<file path="config.mk">
export PLATFORM = sky130hd
export DESIGN_NAME = cycle_guard
export DESIGN_NICKNAME = d
export VERILOG_FILES = /design/src/rtl/cg_pkg.sv /design/src/rtl/cg_overrun.sv /design/src/rtl/cg_lost.sv /design/src/rtl/cg_stamp.sv /design/src/rtl/cycle_guard.sv
export SDC_FILE = /design/constraint.sdc
export NUM_CORES = 1
export LEC_CHECK = 0
export BUFFER_PORTS_ARGS = -buffer_cell sky130_fd_sc_hd__buf_2
export CORE_ASPECT_RATIO = 2
export CORE_UTILIZATION = 42
export DETAILED_ROUTE_END_ITERATION = 10
export HOLD_SLACK_MARGIN = 0.05
export PLACE_DENSITY_LB_ADDON = 0.08
export RECOVER_POWER = 50
export SYNTH_ARGS = -nofsm -noshare
export SYNTH_HDL_FRONTEND = slang
export SYNTH_SLANG_ARGS = --single-unit
export TNS_END_PERCENT = 5
</file>
<file path="constraint.sdc">
create_clock -name clk -period 1.7 [get_ports clk]
set_input_delay 0.51 -clock clk [delete_from_list [all_inputs] [get_ports clk]]
set_output_delay 0.51 -clock clk [all_outputs]
set_load 0.05 [all_outputs]
</file>
<file path="src/rtl/cg_pkg.sv">
package cg_pkg;
    // Field layout of the local cycle timer that the stamp check relies on
    localparam int TMR_W   = 32;
    localparam int SEC_W   = 7;
    localparam int CNT_W   = 13;
    localparam int SEC_LSB = 25;
    localparam int CNT_LSB = 12;

    typedef struct packed {
        logic synch;
        logic sent;
        logic rcvd;
        logic gap;
        logic arb;
    } bus_evt_t;
endpackage

</file>
<file path="src/rtl/cg_overrun.sv">
module cg_overrun #(
    parameter int LIMIT = 6144
) (
    input  logic clk,
    input  logic rst_n,
    input  logic master_i,
    input  logic start_i,
    input  logic gap_i,
    output logic fire_o,
    output logic clr_o
);
    localparam int CW = $clog2(LIMIT + 1);

    typedef struct packed {
        logic          armed;
        logic [CW-1:0] cnt;
        logic          fire;
        logic          clr;
    } ovr_t;

    ovr_t st_d, st_q;

    always_comb begin
        st_d      = st_q;
        st_d.fire = 1'b0;
        st_d.clr  = 1'b0;
        if (!master_i) begin
            st_d.armed = 1'b0;
            st_d.cnt   = '0;
        end else if (start_i) begin
            st_d.armed = 1'b1;
            st_d.cnt   = CW'(1);
        end else if (st_q.armed) begin
            if (gap_i) begin
                st_d.armed = 1'b0;
                st_d.cnt   = '0;
            end else if (st_q.cnt == CW'(LIMIT)) begin
                st_d.armed = 1'b0;
                st_d.cnt   = '0;
                st_d.fire  = 1'b1;
                st_d.clr   = 1'b1;
            end else begin
                st_d.cnt = st_q.cnt + CW'(1);
            end
        end
    end

    always_ff @(posedge clk or negedge rst_n) begin
        if (!rst_n) st_q <= '0;
        else        st_q <= st_d;
    end

    assign fire_o = st_q.fire;
    assign clr_o  = st_q.clr;

    // the counter never runs past the limit
    a_r1_cnt_bound: assert property (@(posedge clk) disable iff (!rst_n)
        st_q.cnt <= CW'(LIMIT));
    // an overrun only follows a cycle with the master bit set
    a_r3_fire_needs_master: assert property (@(posedge clk) disable iff (!rst_n)
        st_q.fire |-> $past(master_i));
    // a gap while armed prevents the pulse in the next cycle
    a_r2_gap_cancels: assert property (@(posedge clk) disable iff (!rst_n)
        (st_q.armed && gap_i && !start_i) |=> !st_q.fire);
endmodule

</file>
<file path="src/rtl/cg_lost.sv">
module cg_lost
    import cg_pkg::*;
(
    input  logic     clk,
    input  logic     rst_n,
    input  bus_evt_t ev_i,
    output logic     lost_o
);
    typedef struct packed {
        logic seen;   // at least one synch tick observed
        logic got;    // cycle-start seen in the current interval
        logic pend;   // first gap seen, waiting for a cycle-start
        logic rep;    // lost already reported for this interval
        logic lost;
    } lst_t;

    lst_t st_d, st_q;
    lst_t base;
    logic closing;
    logic early;

    always_comb begin
        closing = ev_i.synch && st_q.seen && !st_q.got && !st_q.rep;
        base    = st_q;
        if (ev_i.synch) begin
            base.seen = 1'b1;
            base.got  = 1'b0;
            base.pend = 1'b0;
            base.rep  = 1'b0;
        end
        early = 1'b0;
        st_d  = base;
        if (ev_i.sent || ev_i.rcvd) begin
            st_d.got  = 1'b1;
            st_d.pend = 1'b0;
        end else if (base.seen && !base.got) begin
            if (ev_i.arb) begin
                early = !base.rep;
            end else if (ev_i.gap) begin
                if (base.pend) early = !base.rep;
                else           st_d.pend = 1'b1;
            end
        end
        if (early) st_d.rep = 1'b1;
        st_d.lost = closing || early;
    end

    always_ff @(posedge clk or negedge rst_n) begin
        if (!rst_n) st_q <= '0;
        else        st_q <= st_d;
    end

    assign lost_o = st_q.lost;

    // once reported, nothing more until the next synch tick
    a_r9_no_repeat: assert property (@(posedge clk) disable iff (!rst_n)
        (st_q.rep && !ev_i.synch) |=> !st_q.lost);
    // a lost pulse always traces back to a tick or a gap
    a_r5_has_cause: assert property (@(posedge clk) disable iff (!rst_n)
        st_q.lost |-> $past(ev_i.synch || ev_i.gap || ev_i.arb));
    // a cycle-start without a tick never produces a loss
    a_r6_start_clears: assert property (@(posedge clk) disable iff (!rst_n)
        ((ev_i.sent || ev_i.rcvd) && !ev_i.synch) |=> !st_q.lost);
endmodule

</file>
<file path="src/rtl/cg_stamp.sv">
module cg_stamp
    import cg_pkg::*;
(
    input  logic             clk,
    input  logic             rst_n,
    input  logic             rcvd_i,
    input  logic             master_i,
    input  logic [SEC_W-1:0] sec_i,
    input  logic [CNT_W-1:0] cnt_i,
    input  logic [TMR_W-1:0] timer_i,
    output logic             mis_o
);
    typedef struct packed {
        logic mis;
    } stp_t;

    stp_t st_d, st_q;
    logic sec_ne, cnt_ne;

    always_comb begin
        sec_ne    = sec_i != timer_i[SEC_LSB +: SEC_W];
        cnt_ne    = cnt_i != timer_i[CNT_LSB +: CNT_W];
        st_d.mis  = rcvd_i && !master_i && (sec_ne || cnt_ne);
    end

    always_ff @(posedge clk or negedge rst_n) begin
        if (!rst_n) st_q <= '0;
        else        st_q <= st_d;
    end

    assign mis_o = st_q.mis;

    // comparison only on a received strobe outside master mode
    a_r11_gated: assert property (@(posedge clk) disable iff (!rst_n)
        st_q.mis |-> $past(rcvd_i && !master_i));
    // matching fields never flag
    a_r10_match_quiet: assert property (@(posedge clk) disable iff (!rst_n)
        (sec_i == timer_i[31:25] && cnt_i == timer_i[24:12]) |=> !st_q.mis);
endmodule

</file>
<file path="src/rtl/cycle_guard.sv">
module cycle_guard
    import cg_pkg::*;
#(
    parameter int LIMIT = 6144
) (
    input  logic        clk,
    input  logic        rst_n,
    input  logic        cyc_master_i,
    input  logic        start_sent_i,
    input  logic        start_rcvd_i,
    input  logic        sub_gap_i,
    input  logic        arb_gap_i,
    input  logic        synch_tick_i,
    input  logic [6:0]  rx_sec_i,
    input  logic [12:0] rx_cnt_i,
    input  logic [31:0] local_timer_i,
    output logic        too_long_o,
    output logic        lost_o,
    output logic        incons_o,
    output logic        clr_master_o
);
    bus_evt_t ev;

    always_comb begin
        ev.synch = synch_tick_i;
        ev.sent  = start_sent_i;
        ev.rcvd  = start_rcvd_i;
        ev.gap   = sub_gap_i;
        ev.arb   = arb_gap_i;
    end

    cg_overrun #(.LIMIT(LIMIT)) u_ovr (
        .clk      (clk),
        .rst_n    (rst_n),
        .master_i (cyc_master_i),
        .start_i  (start_sent_i),
        .gap_i    (sub_gap_i),
        .fire_o   (too_long_o),
        .clr_o    (clr_master_o)
    );

    cg_lost u_lost (
        .clk    (clk),
        .rst_n  (rst_n),
        .ev_i   (ev),
        .lost_o (lost_o)
    );

    cg_stamp u_stamp (
        .clk      (clk),
        .rst_n    (rst_n),
        .rcvd_i   (start_rcvd_i),
        .master_i (cyc_master_i),
        .sec_i    (rx_sec_i),
        .cnt_i    (rx_cnt_i),
        .timer_i  (local_timer_i),
        .mis_o    (incons_o)
    );

    // clear request and overrun event coincide
    a_r4_clear_with_event: assert property (@(posedge clk) disable iff (!rst_n)
        too_long_o == clr_master_o);
    // the overrun pulse is one cycle wide
    a_r12_single_pulse: assert property (@(posedge clk) disable iff (!rst_n)
        too_long_o |=> !too_long_o);
endmodule

</file>
==> out/results.ini, run 1 <==
[floorplanning]
rows=29
io_pins=64
start_util_pct=44.31
core_um2=3157
dieHeight_um=83.62
dieWidth_um=42.81
die-area_um2=3579

[sta]
slew_violations=0
slew_headroom_pct=25.18
max_freq_ghz=0.6122
timing.hold.ws_ns=0.4311
rsz0062_at_grt=yes
fin_crit_ns=1.634
worstMarginPinSlew_ns=1.122
finalSetupViolations=0
period_share_pct=96.09
skew_ns=0.002446
hold_viol_final=0
setup_tns_ns=0

[logic_synthesis]
synth.avg_cell_area_um2=9.647
synth_cell_types=44
ys_warn_count=0
yosys_most_used_dff=dfrtp_1
netlist_top_cells_area=dfrtp_1 (38%), xnor2_1 (8.1%), a31oi_1 (5.8%), xor2_1 (5.0%), buf_6 (3.2%)
yosysMostFrequentCell=dfrtp_1
ys_ff_latch=21
synthArstFlopShare_pct=100.0
syn_area_um2=1399
synth_enable_flop_cells=0
synth_cells=145
synth_area_leader_cell=dfrtp_1
synth_seq_area_share_pct=37.57
yosysTopAreaCellShare_pct=37.57
synthTopCellsByCount=dfrtp_1 (21), a31oi_1 (13), xnor2_1 (13)
syn_nets=208

[clock_tree]
cts_made_buffers=3
ctsRootBufferMaster=clkbuf_8
clock_tree.buffer_depth=2
cts_hold_buf=0
clkLatencyLatePin_ns=0.26
path_clk_slew_ns=0.08
cts_tree=done
cts_sinks=21
htree_levels=1

[placed_design]
io_buffers=51
dp_hpwl_um=2568
place_congestion=0.8877

[pwr]
p_per_area_nw_per_um2=567.8
p_leak_uw=0.0008856
irDropWorstVdd_v=0.0004820

[global_route]
grt_pass1_vias=1273
grt-ovfl-total=0
grtUsageTotal_pct=18.74
grt_max_degree=22
grt_pass1_wl_um=5209
antenna_found_initial=0

[routing]
drt-vias-per-instance=5.607
wl_um=3261
vias=1357
first_iter_violations=37
drt.antenna.violating_nets=0
drc=0
wire_per_inst_um=13.48
first_pass_iters=6

[run]
drv_cap=0

[worst_setup_path]
path_cells=nor4_4, a31oi_2, buf_4, buf_4, a21oi_1, a31oi_1
slowest_stage=dfrtp_1
r2r_slack_ns=0.07
required_ns=1.84
critPathMaxStageDelay_ns=0.45
arrival_ns=1.77
critPathBufInv=2
startpoint_type=flop
setup.worst_path.class=flop to flop
endpoint_kind=flop
cp_top_family=flip-flops
cp_common_cell=buf_4
crit_fanout=5

[finish]
diodes=0
n_fill_cell=281
nets=275
final_util_pct=58.38
synthToLayoutAreaGrowth_pct=31.75
drive_gt1_share_pct=38.86

[run_status]
run_status=complete, no violations

[worst_hold_path]
worstHoldPathType=input pin to asynchronous set/reset pin

[registers in the layout (all words and copies together), names as in the netlist]
signal,count
u_lost.lost_o,1
u_ovr.st_q,14
u_lost.st_q,4
u_ovr.clr_o,1
u_stamp.mis_o,1
[cells by family (layout without fill, tap and decap cells)]
logic type	Yosys count	after routing	share of synthesized area, %
XOR/XNOR	21	21	13.15
flip-flops	21	21	37.57
adder cells (fa/ha/maj)	3	3	2.684
AO/OA/AOI/OAI	38	38	18.34
AND/OR/NAND/NOR	48	48	21.91
buffers and inverters	14	80	6.350
[worst reg2reg max path: stages (launching register included)]
cell	delay, ns
dfrtp_1	0.45
nor4_4	0.38
a31oi_2	0.16
buf_4	0.18
buf_4	0.15
a21oi_1	0.13
a31oi_1	0.06
[per-layer routing]
metal	up-vias	track usage (%)	part of all wire, %
li1	663	-	-
met1	633	19.81	35
met2	53	33.47	57
met3	8	1.515	5.0
met4	0	11.93	3.4
met5	-	0	0
[power breakdown]
part           switching, uW  internal (uW)  leakage (uW)
Clock                    175            164     0.0000255
Sequential              6.24            509      0.000279
Combinational           91.1            101      0.000582
[layout by cell type (no fill, tap or decap), types with 2 or more instances in the layout]
cell type / netlist / routed
o21ai_1: 2 / 2
dfrtp_1: 21 / 21
xor2_1: 8 / 8
nand2b_1: 3 / 3
a21oi_1: 3 / 3
nor2b_1: 2 / 2
a31oi_1: 13 / 12
nand4_1: 4 / 4
nor4_1: 2 / 2
and3_1: 3 / 3
and4_1: 2 / 2
nor3b_1: 2 / 2
ha_1: 3 / 2
nand2_1: 10 / 10
clkbuf_8: 0 / 3
o21a_1: 3 / 3
a22o_1: 2 / 2
inv_1: 5 / 3
a41oi_1: 2 / 2
nand3_1: 6 / 6
inv_2: 0 / 2
nor2_1: 5 / 5
buf_2: 2 / 51
buf_4: 1 / 19
o21ai_0: 5 / 5
xnor2_1: 13 / 13
[timing repair]
item	in CTS	in global routing
gates resized for setup	0	7
setup buffers	0	1
cloned	0	1
pin swaps	1	2
endpoints found under the setup margin	2	6
[final timing paths]
| path | start | to | cells after the start |
|---|---|---|---|
| worst max-delay path | u_ovr.st_q[8] | u_ovr.st_q[8] | 6 |
| worst min register to register | u_lost.st_q[1] | u_lost.lost_o | 1 |
| worst min-delay path | rst_n | u_ovr.st_q[5] | 1 |
| max in group asynchronous | rst_n | u_lost.st_q[1] | 1 |
| min in group clk | u_lost.st_q[1] | u_lost.lost_o | 1 |
| worst max register to register | u_ovr.st_q[8] | u_ovr.st_q[8] | 6 |
[layout make-up]
type	count	area, um2	share of cell area (%)
Multi-Input combinational cell	110	812.0	44.06
Sequential cell	21	525.5	28.51
Timing Repair Buffer	71	401.6	21.79
Clock buffer	3	41.29	2.240
Tap cell	31	38.79	2.105
Inverter	5	18.77	1.018
Clock inverter	1	5.005	0.2716
[stage by stage]
stage / total power (uW) / std cells / area, um2 / setup WS, ns
3_5_place_dp: 715.5 / 236 / 1758 / -0.002701
2_1_floorplan: 613.7 / 145 / 1399 / 0.01548
5_1_grt: 1100 / 242 / 1843 / -0.01480
6_report: 1047 / 242 / 1843 / 0.06646
4_1_cts: 1055 / 240 / 1804 / 0.05122
3_3_place_gp: 708.8 / 236 / 1758 / 0.004145
Note: power is estimated with default switching activity, not from simulation.
==> run 2, diff against run 1 <==
- CORE_MARGIN: not set -> 3
- SYNTH_HIERARCHICAL: not set -> 1
==> out/results.ini, run 2 <==
[run_status]
run_status=complete, no violations

[global_route]
grt_max_degree=22  ; unchanged
grt-ovfl-total=0  ; unchanged
antenna_found_initial=0  ; unchanged
grt_pass1_vias=1391  ; +9.3%
grt_pass1_wl_um=5678  ; +9.0%
grtUsageTotal_pct=18.65  ; -0.086 points

[floorplanning]
io_pins=64  ; unchanged
rows=28  ; -3.4%
die-area_um2=4064  ; +14%
dieHeight_um=87.21  ; +4.3%
core_um2=3048  ; -3.4%
start_util_pct=45.44  ; +1.1 points
dieWidth_um=46.61  ; +8.9%

[sta]
max_freq_ghz=0.6032  ; -1.5%
rsz0062_at_grt=yes
setup_tns_ns=0  ; unchanged
worst_slack_ns=0.04227  ; -0.02419 ns
slew_violations=0  ; unchanged
hold_viol_final=0  ; unchanged
skew_ns=0.005008  ; +0.002561 ns
fin_crit_ns=1.658  ; +0.02419 ns
finalSetupViolations=0  ; unchanged
worstMarginPinSlew_ns=1.151  ; +0.02859 ns
period_share_pct=97.51  ; +1.4 points
slew_headroom_pct=23.27  ; -1.9 points

[routing]
drt-vias-per-instance=5.682  ; +1.3%
drc=0  ; unchanged
drt.antenna.violating_nets=0  ; unchanged
met2_length_um=2082  ; +13%
first_pass_iters=4  ; -2
vias=1358  ; +0.074%
wl_um=3572  ; +9.5%
first_iter_violations=17  ; -54%
highest_layer=met4
wire_per_inst_um=14.95  ; +11%
met3_length_um=134  ; -17%
wirelength_met1_um=1271  ; +11%

[worst_setup_path]
r2r_cells=7  ; +1
startpoint_type=flop
arrival_ns=1.80  ; +0.03 ns
setup.worst_path.class=flop to flop
required_ns=1.84  ; about the same
endpoint_kind=flop
r2r_slack_ns=0.04  ; -0.02 ns
rr_startpoint=u_ovr/st_q[3]
crit_fanout=9  ; +4
r2r-end=u_ovr/st_q[11]
startpoint=u_ovr/st_q[3]

[logic_synthesis]
syn_area_um2=1385  ; -0.98%
syn_nets=209  ; +0.48%
synth_seq_area_share_pct=37.94  ; +0.37 points
ys_warn_count=6  ; +6
synthTopCellsByCount=dfrtp_1 (21), xnor2_1 (13), a31oi_1 (10)
yosysTopAreaCellShare_pct=37.94  ; +0.37 points
synth_enable_flop_cells=0  ; unchanged
ys_ff_latch=21  ; unchanged
synthArstFlopShare_pct=100.0  ; unchanged
yosysMostFrequentCell=dfrtp_1
yosys_most_used_dff=dfrtp_1
netlist_top_cells_area=dfrtp_1 (38%), xnor2_1 (8.2%), xor2_1 (5.1%), a31oi_1 (4.5%), a21oi_1 (2.9%)
synth_cells=146  ; +0.69%
synth.avg_cell_area_um2=9.487  ; -1.7%
synth_area_leader_cell=dfrtp_1
synth_cell_types=45  ; +2.3%

[clock_tree]
cts_tree=done
htree_levels=1  ; unchanged
clock_tree.buffer_depth=2  ; unchanged
ctsRootBufferMaster=clkbuf_8
cts_hold_buf=0  ; unchanged
cts_made_buffers=3  ; unchanged
cts_sinks=21  ; unchanged
clkLatencyLatePin_ns=0.26  ; about the same
path_clk_slew_ns=0.08  ; about the same

[pwr]
p_leak_uw=0.0008401  ; -5.1%
p_per_area_nw_per_um2=566.6  ; -0.21%
p_total_uw=1043  ; -0.35%
irDropWorstVdd_v=0.0004117  ; -15%

[finish]
most-common-layout-cells=buf_2 (50), dfrtp_1 (21), buf_4 (16), xnor2_1 (13)
synthToLayoutAreaGrowth_pct=32.88
multiInputGateArea_um2=827.0  ; +1.8%
final_util_pct=60.39  ; +2.0 points
n_fill_cell=275  ; -2.1%
regMostFlops=u_ovr/st_q
seq_area_um2=525.5  ; unchanged
stdcell_count=239  ; -1.2%
diodes=0  ; unchanged
drive_gt1_share_pct=40.67  ; +1.8 points
final_common_cell=buf_2
largest_reg_flops=14  ; unchanged
reg.largest.list=u_ovr/st_q x14, u_lost/st_q x4
nets=273  ; -0.73%

[placed_design]
post-place-ws_ns=-0.05250  ; -0.04980 ns
dp.cells=233  ; -1.3%
place_congestion=0.8299  ; -6.5%
dp_hpwl_um=2779  ; +8.2%
io_buffers=51  ; unchanged

[worst_hold_path]
worstHoldPathType=input pin to asynchronous set/reset pin

[run]
drv_cap=0  ; unchanged

-- run 2: cell count changes in the layout (fill, tap and decap cells not counted), moves of 2 or more --
cell     change
a31oi_1      -3
o21a_1       -2
nand4_1      +2
nand3_1      -2
a21oi_1      +5
and4_4       +2
buf_4        -3
inv_1        +4
and3_1       -2
-- run 2: how the worst max path moves through the flow --
stage                          end  slack [ns]  cells after the start
floorplan            u_ovr/st_q[6]        0.09                      7
global placement     u_ovr/st_q[6]       -0.09                      8
detailed placement   u_ovr/st_q[6]       -0.05                      8
CTS                  u_ovr/st_q[6]        0.02                      8
global route         u_ovr/st_q[6]       -0.07                      7
finish              u_ovr/st_q[11]        0.04                      7
-- run 2: per-layer routing --
metal  track usage, %  vias up
met5                0        -
met4            9.067        0
met3            2.277       11
met2            33.67       41
met1            19.77      644
li1                 -      662
-- run 2: layout make-up --
cell class                      count  share of cell area [%]
Multi-Input combinational cell    109                   44.94
Sequential cell                    21                   28.55
Inverter                            8                   1.632
Timing Repair Buffer               67                   20.33
Clock inverter                      1                  0.2719
Clock buffer                        3                   2.243
Tap cell                           30                   2.039
-- run 2: per-stage QoR --
| step | instance area (um2) | hold WS, ns |
|---|---|---|
| 6_report | 1841 | 0.4530 |
| 5_1_grt | 1841 | 0.4840 |
| 4_1_cts | 1775 | 0.2095 |
| 3_5_place_dp | 1723 | 0.4460 |
| 3_3_place_gp | 1723 | 0.4452 |
| 2_1_floorplan | 1385 | 0.2144 |
-- run 2: kinds of logic (layout without fill, tap and decap cells) --
family                     after synthesis  after routing  share of synthesized area, %
and+or+nand+nor                         47             47                         21.41
AOI/OAI and AO/OA                       38             38                         18.16
xor gates and xnor gates                21             21                         13.28
DFF                                     21             21                         37.94
buffers and inverters                   16             79                         6.504
adders and majority gates                3              3                         2.710
-- run 2: repair_timing --
action	CTS	global route
gates resized for setup	1	11
endpoints found under the setup margin	6	13
buffers inserted	0	2
cloned	0	1
pin swaps	1	1
-- run 2: worst max-delay path, cell delays in order (launching register included) --
cell and delay (ns):
dfrtp_1 0.39, inv_1 0.07, ha_2 0.17, nor4b_4 0.32, a31oi_4 0.14, buf_4 0.20
a41oi_1 0.20, a31oi_1 0.06
-- run 2: power by group --
group	total [uW]	switching [uW]	internal [uW]
clock	326	163	163
sequential	514	5.84	508
combinational	203	101	102
